--- config.mk ---
export PLATFORM = sky130hd
export DESIGN_NAME = evt_status_irq
export DESIGN_NICKNAME = d
export VERILOG_FILES = /design/src/rtl/evt_status_pkg.sv /design/src/rtl/evt_trigger.sv /design/src/rtl/evt_cfg_regs.sv /design/src/rtl/evt_irq_drive.sv /design/src/rtl/evt_status_irq.sv
export SDC_FILE = /design/constraint.sdc
export NUM_CORES = 1
export LEC_CHECK = 0
export ABC_AREA = 1
export CAP_MARGIN = 15
export CORE_MARGIN = 3
export CORE_UTILIZATION = 60
export CTS_BUF_LIST = sky130_fd_sc_hd__clkbuf_4 sky130_fd_sc_hd__clkbuf_8
export DETAILED_ROUTE_END_ITERATION = 6
export MAX_ROUTING_LAYER = met4
export PLACE_DENSITY = 0.88
export SKIP_LAST_GASP = 1
export SLEW_MARGIN = 20
export SYNTH_ARGS = -nofsm -noshare
export SYNTH_HDL_FRONTEND = slang
export SYNTH_HIERARCHICAL = 1
export SYNTH_SLANG_ARGS = --single-unit
--- constraint.sdc ---
create_clock -name clk -period 2.95 [get_ports clk]
set_clock_uncertainty 0.05 [all_clocks]
set_input_delay 0.7375 -clock clk [delete_from_list [all_inputs] [get_ports clk]]
set_output_delay 0.7375 -clock clk [all_outputs]
set_load 0.05 [all_outputs]
--- src/rtl/evt_status_pkg.sv ---
package evt_status_pkg;
  localparam int unsigned DATA_W = 8;
  localparam int unsigned ADDR_W = 3;
  localparam int unsigned NSRC   = 3;

  // Bit positions of the sources inside every per-source register.
  localparam logic [DATA_W-1:0] LIVE_BITS = 8'b0000_1011;
  localparam logic [DATA_W-1:0] CTRL_BITS = 8'b0000_0001;

  localparam logic [ADDR_W-1:0] A_STATUS = 3'd0;
  localparam logic [ADDR_W-1:0] A_MASK   = 3'd1;
  localparam logic [ADDR_W-1:0] A_MODEH  = 3'd2;
  localparam logic [ADDR_W-1:0] A_MODEL  = 3'd3;
  localparam logic [ADDR_W-1:0] A_CTRL   = 3'd4;

  typedef enum logic [1:0] {
    TRIG_RISE  = 2'b00,
    TRIG_FALL  = 2'b01,
    TRIG_LEVEL = 2'b10,
    TRIG_NONE  = 2'b11
  } trig_mode_e;

  // Source index 0 = underflow, 1 = overflow, 2 = clock error.
  function automatic int unsigned src_pos(input int unsigned idx);
    return (idx == 2) ? 3 : idx;
  endfunction
endpackage

--- src/rtl/evt_trigger.sv ---
module evt_trigger
  import evt_status_pkg::*;
(
  input  logic       clk,
  input  logic       rst_n,
  input  logic       evt_i,
  input  trig_mode_e mode_i,
  output logic       hit_o
);
  logic evt_q, evt_p;

  always_ff @(posedge clk or negedge rst_n) begin
    if (!rst_n) begin
      evt_q <= 1'b0;
      evt_p <= 1'b0;
    end else begin
      evt_q <= evt_i;
      evt_p <= evt_q;
    end
  end

  always_comb begin
    unique case (mode_i)
      TRIG_RISE:  hit_o = evt_q & ~evt_p;
      TRIG_FALL:  hit_o = ~evt_q & evt_p;
      TRIG_LEVEL: hit_o = evt_q;
      default:    hit_o = 1'b0;
    endcase
  end
endmodule

--- src/rtl/evt_cfg_regs.sv ---
module evt_cfg_regs
  import evt_status_pkg::*;
(
  input  logic              clk,
  input  logic              rst_n,
  input  logic              wr_i,
  input  logic [ADDR_W-1:0] addr_i,
  input  logic [DATA_W-1:0] wdata_i,
  output logic [DATA_W-1:0] mask_o,
  output logic [DATA_W-1:0] mode_hi_o,
  output logic [DATA_W-1:0] mode_lo_o,
  output logic [DATA_W-1:0] ctrl_o
);
  always_ff @(posedge clk or negedge rst_n) begin
    if (!rst_n) begin
      mask_o    <= '0;
      mode_hi_o <= '0;
      mode_lo_o <= '0;
      ctrl_o    <= '0;
    end else if (wr_i) begin
      unique case (addr_i)
        A_MASK:  mask_o    <= wdata_i & LIVE_BITS;
        A_MODEH: mode_hi_o <= wdata_i & LIVE_BITS;
        A_MODEL: mode_lo_o <= wdata_i & LIVE_BITS;
        A_CTRL:  ctrl_o    <= wdata_i & CTRL_BITS;
        default: ;
      endcase
    end
  end
endmodule

--- src/rtl/evt_irq_drive.sv ---
module evt_irq_drive (
  input  logic active_i,
  input  logic push_pull_i,
  output logic out_o,
  output logic oe_o
);
  // Push-pull: always driven, value follows activity.
  // Open drain: pull low when active, otherwise release.
  assign out_o = push_pull_i & active_i;
  assign oe_o  = push_pull_i | active_i;
endmodule

--- src/rtl/evt_status_irq.sv ---
module evt_status_irq
  import evt_status_pkg::*;
(
  input  logic              clk,
  input  logic              rst_n,
  input  logic              clk_err_evt,
  input  logic              ovfl_evt,
  input  logic              undfl_evt,
  input  logic              reg_wr,
  input  logic              reg_rd,
  input  logic [ADDR_W-1:0] reg_addr,
  input  logic [DATA_W-1:0] reg_wdata,
  output logic [DATA_W-1:0] reg_rdata,
  output logic              irq_out,
  output logic              irq_oe
);
  logic [DATA_W-1:0] mask_q, mode_hi_q, mode_lo_q, ctrl_q;
  logic [DATA_W-1:0] status_q, hit_vec, visible;
  logic [NSRC-1:0]   src_evt, src_hit;
  logic              rd_clear;

  assign src_evt = {clk_err_evt, ovfl_evt, undfl_evt};

  evt_cfg_regs u_cfg (
    .clk       (clk),
    .rst_n     (rst_n),
    .wr_i      (reg_wr),
    .addr_i    (reg_addr),
    .wdata_i   (reg_wdata),
    .mask_o    (mask_q),
    .mode_hi_o (mode_hi_q),
    .mode_lo_o (mode_lo_q),
    .ctrl_o    (ctrl_q)
  );

  for (genvar gi = 0; gi < NSRC; gi++) begin : g_src
    localparam int unsigned POS = src_pos(gi);
    trig_mode_e mode;
    assign mode = trig_mode_e'({mode_hi_q[POS], mode_lo_q[POS]});
    evt_trigger u_trig (
      .clk    (clk),
      .rst_n  (rst_n),
      .evt_i  (src_evt[gi]),
      .mode_i (mode),
      .hit_o  (src_hit[gi])
    );
  end

  always_comb begin
    hit_vec = '0;
    for (int i = 0; i < NSRC; i++) begin
      hit_vec[src_pos(i)] = src_hit[i];
    end
    hit_vec = hit_vec & mask_q;
  end

  assign rd_clear = reg_rd && (reg_addr == A_STATUS);
  assign visible  = status_q & mask_q;

  always_ff @(posedge clk or negedge rst_n) begin
    if (!rst_n) begin
      status_q <= '0;
    end else begin
      status_q <= ((rd_clear ? '0 : status_q) | hit_vec) & mask_q;
    end
  end

  always_comb begin
    unique case (reg_addr)
      A_STATUS: reg_rdata = visible;
      A_MASK:   reg_rdata = mask_q;
      A_MODEH:  reg_rdata = mode_hi_q;
      A_MODEL:  reg_rdata = mode_lo_q;
      A_CTRL:   reg_rdata = ctrl_q;
      default:  reg_rdata = '0;
    endcase
  end

  evt_irq_drive u_irq (
    .active_i    (|visible),
    .push_pull_i (ctrl_q[0]),
    .out_o       (irq_out),
    .oe_o        (irq_oe)
  );
endmodule

# == Yosys cells after proc, flatten, opt, wreduce, memory -nomap -nowiden ==
# Cells that the tools add are included.
# totals
wordCells,54
rom_bits,0
ff_bits,24
output_inout_bits,10
mem_count,0
inputBits,18
ram_bits,0
latch_bits,0
# classes
multipliers,0
add_sub_neg,0
order_cmp,0
div_mod_pow,0
eq_ne,10
bitwise,18
mux,5
n_shift,0
n_reduce_logical,10
# ops
cell,count
8-bit case mux with 5 select lines,1
8-bit by 4-bit bitwise AND with 8-bit output,2
1-bit case mux with 3 select lines,3
8-bit 2-to-1 mux,1
8-bit by 4-bit OR with 8-bit output,1
2-bit AND reduction,4
8-bit OR reduction,1
1-bit bitwise AND,7
"2-bit by 1-bit equality test with 1-bit output, second input constant",3
"2-bit equality test, second input constant",3
"3-bit by 2-bit equality test with 1-bit output, second input constant",2
2-bit zero test,3
1-bit inverter,6
4-bit bitwise AND,1
"3-bit by 1-bit equality test with 1-bit output, second input constant",1
"3-bit equality test, second input constant",1
3-bit zero test,1
1-bit logical AND,1
1-bit OR,1

# == Longest topological paths before layout ==
# Gate-level depths: netlist of the first run.
# depth
depth_word,6
mapped_depth,7

# == Modules after synthesis ==
# Netlist of the first run, hierarchy kept.
# by_module_without_submodules
mod,area_per_inst_um2,cells_per_inst,n_inst
evt_status_irq,869.6,137,1
evt_cfg_regs,641.9,79,1
evt_trigger,97.6,14,3
evt_irq_drive,18.8,5,1

# == Least setup slack after synthesis of the first run ==
# OpenSTA, ideal clock, no wires.
# synth_timing
kind,input to output
from,input port reg_addr[2]
to,output port reg_rdata[1]
arrival_ns,1.645
path_slack_ns,0.518
stages,7
path_cell_list,buf_4 inv_6 buf_4 nand4_1 nand2_1 nor2_2 nand2_1
# synth_via
elab_chain_cells,2
word_cells_on_any_way,6
classes_between,4 x eq/ne; 1 x mux; 1 x reduce/logical
# synth_rtl
element,line_no,rtl
"start, declared",evt_status_irq.sv:11,"input logic [ADDR_W-1:0] reg_addr,"
"3-bit equality test, or another cell as far along",evt_status_irq.sv:69,unique case (reg_addr)
8-bit case mux with 5 select lines (*),evt_status_irq.sv:69,
"end, declared",evt_status_irq.sv:13,"output logic [DATA_W-1:0] reg_rdata,"
# Mark *: on every way between the ends. The rest lies on a longest branch, timed or not.

# == Worst setup path in the final report of the first run ==
# layout_timing
from,input port reg_addr[0]
to,output port reg_rdata[0]
# Same word-level chain as after synthesis.

==> run_results.csv, run 1 <==
group,metric,value,unit
run_status,outcome,"finished, final reports clean",
synthesis,synth-warning-count,6,
critical_path,r2r_setup_slack,1.87,ns
critical_path,crit_arrival,2.04,ns
power,peakVddDrop,401,uV
synthesis,yosysSeqAreaShare,32.9,%
die,die_area,3740,sq um
timing,rsz0062_at_grt,"false",
timing,slew_viol_final,0,
timing,hold_violations,0,
critical_path,cp_data_required_time,2.16,ns
synthesis,synth_top_family_by_area,"simple AND/OR/NAND/NOR gates",
final_layout,drive_gt1_share,12.8,%
timing,period_minus_slack,2.83,ns
synthesis,synth_simple_gate_area_share,41.2,%
timing,setup_ws,0.120,ns
synthesis,postSynthAreaPerCell,6.93,sq um
clock_network,clk_path_buf_depth,2,
final_layout,nFillCells,244,
route,drtAntennaViolNets,0,
critical_path,ff2ff_path_depth,7,
critical_path,critPathLaunchType,"primary input",
final_layout,ff_latch_area,601,sq um
timing,tightest_slew,0.515,ns
synthesis,synth_compound_gate_area_share,1.78,%
final_layout,fin_nets,301,
critical_path,endpoint_kind,"output pin",
timing,fin_setup_tns,0,ns
final_layout,stdcell_area,2030,sq um
critical_path,crit_start,"reg_addr[0]",
route,wirelength,3380,um
final_layout,multiInputGateArea,866,sq um
die,rows,19,
global_route,grt_use_total,21.3,%
clock_network,clockRootBuffer,"clkbuf_4",
clock_network,htreeDepth,1,
placed_design,place_ws,0.123,ns
placed_design,dpl-instance-area,1970,sq um
clock_network,clkTransAtPathRegs,0.12,ns
hold_path,hold-path-cell-count,0,
synthesis,synthAdderAreaFrac,0,%
global_route,grt_pass1_vias,1343,
critical_path,path_class,"primary input to output pin",
global_route,grt_pass1_wl,5800,um
clock_network,holdBufCountCts,0,
power,p_leak,1.25,nW
final_layout,layout_common_cells,"nand2_1, inv_1, nand3_1",
die,coreArea,2830,sq um
synthesis,synth_cell_type_count,22,
job,maxCapViolCount,0,
global_route,grt.overflow.total,0,
clock_network,cts_buffers,3,
synthesis,syn_area,1820,sq um
timing,slew_headroom,65.6,%
timing,post-route-period-util,95.9,%
critical_path,timing.rr.start,"u_cfg/mode_lo_o[3]$_DFFE_PN0P_",
placed_design,portBuffers,17,
final_layout,diodes,0,
route,dr.pass1.iters,4,
synthesis,synthXorXnorAreaFrac,0,%
route,drt_iter0_drc,55,
die,start_util,64.4,%
timing,setup_viol,0,
route,drc,0,
clock_network,clkLatencyLatePin,0.32,ns
route,via_per_inst,4.89,
power,powerDensity,454,nW/um^2
clock_network,cts_tree,"done",
route,avgRoutedWirePerCell,10.8,um
synthesis,synth-seq-cells,24,
die,die_w,61.1,um
placed_design,hpwl,2620,um
timing,clock.fmax,353,MHz
clock_network,cts_sinks,24,
critical_path,cp_max_fo,14,
die,die_h,61.1,um
die,pin_count,28,
final_layout,final_common_cell,"nand2_1",
placed_design,place_congestion,0.866,
global_route,antenna_found_initial,0,
hold_path,hold_start,"g_src[2].u_trig/evt_q$_DFF_PN0_",
synthesis,muxShareOfSynthArea,0,%
final_layout,area_growth,11.5,%
global_route,grt_max_degree,25,
synthesis,postSynthCellCount,263,
route,num_vias,1530,
hold_path,hp-class,"flop to flop",
layout make-up:
class / count / share of cell area, %
clock buffer: 3 / 1.11
clock inverter: 1 / 1.48
inverter: 49 / 9.42
multi-input combinational: 181 / 42.6
sequential: 24 / 29.6
tap: 31 / 1.91
timing repair buffer: 24 / 13.9
power breakdown:
group | internal (mW) | switching (mW) | leakage, nW | total [mW]
Sequential | 0.366 | 0.0381 | 0.306 | 0.404
Clock | 0.138 | 0.101 | 0.0279 | 0.238
Combinational | 0.104 | 0.176 | 0.913 | 0.280
Total | 0.608 | 0.315 | 1.25 | 0.922
path summary, 6_finish.rpt:
path                                                    to
max                                           reg_rdata[0]
min                        g_src[2].u_trig/evt_p$_DFF_PN0_
max reg2reg                          status_q[3]$_DFF_PN0_
min reg2reg                g_src[2].u_trig/evt_p$_DFF_PN0_
max in group asynchronous            status_q[3]$_DFF_PN0_
min in group asynchronous   u_cfg/mode_hi_o[0]$_DFFE_PN0P_
worst max-delay path, cell delays in order:
cell             delay (ns)
clkdlybuf4s50_1        0.55
buf_12                 0.18
nor2_8                 0.05
nand3_1                0.07
nand2_1                0.06
nor2_1                 0.12
nand2_1                0.10
buf_12                 0.16
registers in the layout, indices dropped and copies added (netlist names):
name / flops
g_src.u_trig/evt_q: 3
status_q: 8
u_cfg/mode_lo_o: 3
u_cfg/mask_o: 3
g_src.u_trig/evt_p: 3
u_cfg/ctrl_o: 1
u_cfg/mode_hi_o: 3
cells in the mapped netlist, drive strengths merged:
cell     n  share of area, %
clkinv   1              0.21
inv     48                10
nand3   29               9.6
buf     30                13
o21ai    2              0.55
or2      1              0.34
nor2    18               6.7
a21boi   3               1.2
dfrtp   24                33
nand2   89                19
conb     1              0.21
nand4   17               5.8
repair_timing:
item,in CTS,in global routing
hold endpoints to repair,0,0
gates resized for setup,0,2
setup buffers,0,0
setup endpoints to repair,0,2
logic make-up after synthesis:
kind of cell           Yosys count
AOI/OAI and AO/OA                5
DFF                             24
and+or+nand+nor                154
other                            1
buffers and inverters           79
stage by stage:
step,hold slack [ns],std cells,power [mW],util [%]
finish,0.364,313,0.922,71.8
global route,0.394,313,0.980,71.8
CTS,0.366,313,0.926,71.6
detailed placement,0.335,309,0.689,69.8
global placement,0.332,309,0.681,69.8
floorplan,0.324,284,0.613,-
per-layer routing:
layer,vias up,GRT usage [%],part of all wire [%]
met3,9,3.98,4.4
li1,801,-,-
met5,-,-,0
met1,672,27.2,46
met2,48,34.1,48
met4,0,6.19,2.0
(Power assumes the default switching activity.)
==> run 2, diff against run 1 <==
--- a/config.mk
+++ b/config.mk
@@ -13,6 +13,7 @@
 export DETAILED_ROUTE_END_ITERATION = 6
 export MAX_ROUTING_LAYER = met4
 export PLACE_DENSITY = 0.88
+export SKIP_CTS_REPAIR_TIMING = 1
 export SKIP_LAST_GASP = 1
 export SLEW_MARGIN = 20
 export SYNTH_ARGS = -nofsm -noshare
==> results of run 2 <==
The final DEF is identical to that of run 1; final timing and power are the same.
==> run 3, diff against run 2 <==
--- a/config.mk
+++ b/config.mk
@@ -7,7 +7,7 @@
 export LEC_CHECK = 0
 export ABC_AREA = 1
 export CAP_MARGIN = 15
-export CORE_MARGIN = 3
+export CORE_MARGIN = 2
 export CORE_UTILIZATION = 60
 export CTS_BUF_LIST = sky130_fd_sc_hd__clkbuf_4 sky130_fd_sc_hd__clkbuf_8
 export DETAILED_ROUTE_END_ITERATION = 6
==> run_results.csv, run 3 (synthesis results as in run 1) <==
group,metric,value,unit
clock_network,cts_sinks,24,
timing,period_minus_slack,2.87,ns
die,die_area,3500,sq um
placed_design,dpl-instance-area,1970,sq um
route,via_per_inst,4.93,
clock_network,clk_path_buf_depth,2,
route,dr.pass1.iters,5,
critical_path,cp_data_required_time,2.16,ns
route,drtAntennaViolNets,0,
placed_design,dp.cells,312,
timing,setup_viol,0,
timing,post-route-period-util,97.2,%
hold_path,hp-class,"flop to flop",
global_route,grt_use_total,23.6,%
global_route,grt_pass1_vias,1420,
route,wirelength,3530,um
timing,slew_viol_final,0,
critical_path,cp_max_fo,4,
route,num_vias,1557,
global_route,grt_max_degree,25,
timing,hold_violations,0,
job,maxCapViolCount,0,
clock_network,clockRootBuffer,"clkbuf_4",
final_layout,diodes,0,
power,peakVddDrop,324,uV
critical_path,worst-path-buf-inv,2,
clock_network,clkLatencyLatePin,0.31,ns
power,finalPower,921,uW
die,die_w,59.1,um
final_layout,area_growth,11.1,%
placed_design,hpwl,2600,um
power,powerDensity,455,nW/um^2
final_layout,final_common_cell,"nand2_1",
die,coreArea,2980,sq um
final_layout,fin_nets,302,
final_layout,stdcell_area,2020,sq um
critical_path,critPathLaunchType,"flop",
timing,fin_setup_tns,0,ns
global_route,antenna_found_initial,0,
final_layout,fin_cells,316,
clock_network,cts_buffers,3,
final_layout,top_register,"status_q",
run_status,outcome,"finished, final reports clean",
critical_path,cpPeakStageDelay,0.69,ns
final_layout,layout_common_cells,"nand2_1, inv_1, nand3_1",
clock_network,cts_tree,"done",
critical_path,cpMostUsedCell,"nand2_1",
power,p_leak,1.22,nW
critical_path,path_cells,"nand2_1 > nand4_1 > or2_2 > inv_1 > nand2_1 > clkdlybuf4s50_1",
die,pin_count,28,
die,rows,20,
clock_network,htreeDepth,1,
route,avgRoutedWirePerCell,11.2,um
die,start_util,61.2,%
global_route,grt_pass1_wl,6120,um
final_layout,largest_reg_flops,8,
timing,hold_ws,0.365,ns
critical_path,path_class,"flop to output pin",
global_route,grt.overflow.total,0,
die,die_h,59.1,um
clock_network,clkTransAtPathRegs,0.13,ns
placed_design,place_congestion,0.838,
critical_path,critPathTopFamily,"buffers and inverters",
placed_design,portBuffers,17,
timing,clock.fmax,349,MHz
critical_path,slowest_stage,"clkdlybuf4s50_1",
timing,rsz0062_at_grt,"false",
critical_path,endpoint_kind,"output pin",
route,drc,0,
route,drt_iter0_drc,77,
final_layout,drive_gt1_share,13.1,%
critical_path,crit_arrival,2.08,ns
-- run 3: cell count changes in the layout (fill, tap and decap cells not counted) --
cell,before,now
clkdlybuf4s50_1,12,14
buf_4,5,7
dlymetal6s2s_1,2,0
buf_12,5,4
-- run 3: power by group --
part / switching (mW) / leakage [nW] / internal [mW]
Sequential: 0.0374 / 0.306 / 0.366
Combinational: 0.176 / 0.885 / 0.104
Clock: 0.100 / 0.0279 / 0.137
Total: 0.314 / 1.22 / 0.607
-- run 3: path summary, 6_finish.rpt --
kind,startpoint,to,slack [ns],depth (start not counted)
min,g_src[1].u_trig/evt_q$_DFF_PN0_,g_src[1].u_trig/evt_p$_DFF_PN0_,0.37,0
min in group asynchronous,rst_n,g_src[0].u_trig/evt_q$_DFF_PN0_,0.71,2
max reg2reg,u_cfg/mode_hi_o[0]$_DFFE_PN0P_,status_q[0]$_DFF_PN0_,1.95,7
max in group asynchronous,rst_n,status_q[0]$_DFF_PN0_,1.90,2
min reg2reg,g_src[1].u_trig/evt_q$_DFF_PN0_,g_src[1].u_trig/evt_p$_DFF_PN0_,0.37,0
max,u_cfg/mask_o[1]$_DFFE_PN0P_,irq_oe,0.08,6
-- run 3: routing by layer --
| layer | GRT usage, % | vias to the layer above | share of wire (%) |
|---|---|---|---|
| li1 | - | 806 | - |
| met4 | 7.79 | 0 | 1.2 |
| met1 | 28.8 | 702 | 43 |
| met2 | 40.3 | 43 | 52 |
| met5 | - | - | 0 |
| met3 | 3.28 | 6 | 4.0 |
-- run 3: area by class of cell --
class	instances	area, sq um
Timing Repair Buffer	25	273
Sequential cell	24	601
Multi-Input combinational cell	181	866
Clock inverter	1	30.0
Fill cell	263	953
Inverter	49	191
Tap cell	33	41.3
Clock buffer	3	22.5
-- run 3: worst reg2reg max path, delay by kind of cell, from the launching register on --
kind                   cells  cell delay [ns]
buffers and inverters      3             0.15
DFF                        1             0.45
and+or+nand+nor            3             0.14
AOI/OAI and AO/OA          1             0.15
-- run 3: metrics by stage --
| step | setup WS (ns) | utilization (%) |
|---|---|---|
| 3_3_place_gp | 0.157 | 66.2 |
| 6_report | 0.0820 | 68.0 |
| 4_1_cts | 0.0907 | 68.0 |
| 2_1_floorplan | 0.518 | - |
| 3_5_place_dp | 0.148 | 66.2 |
| 5_1_grt | 0.00345 | 68.0 |
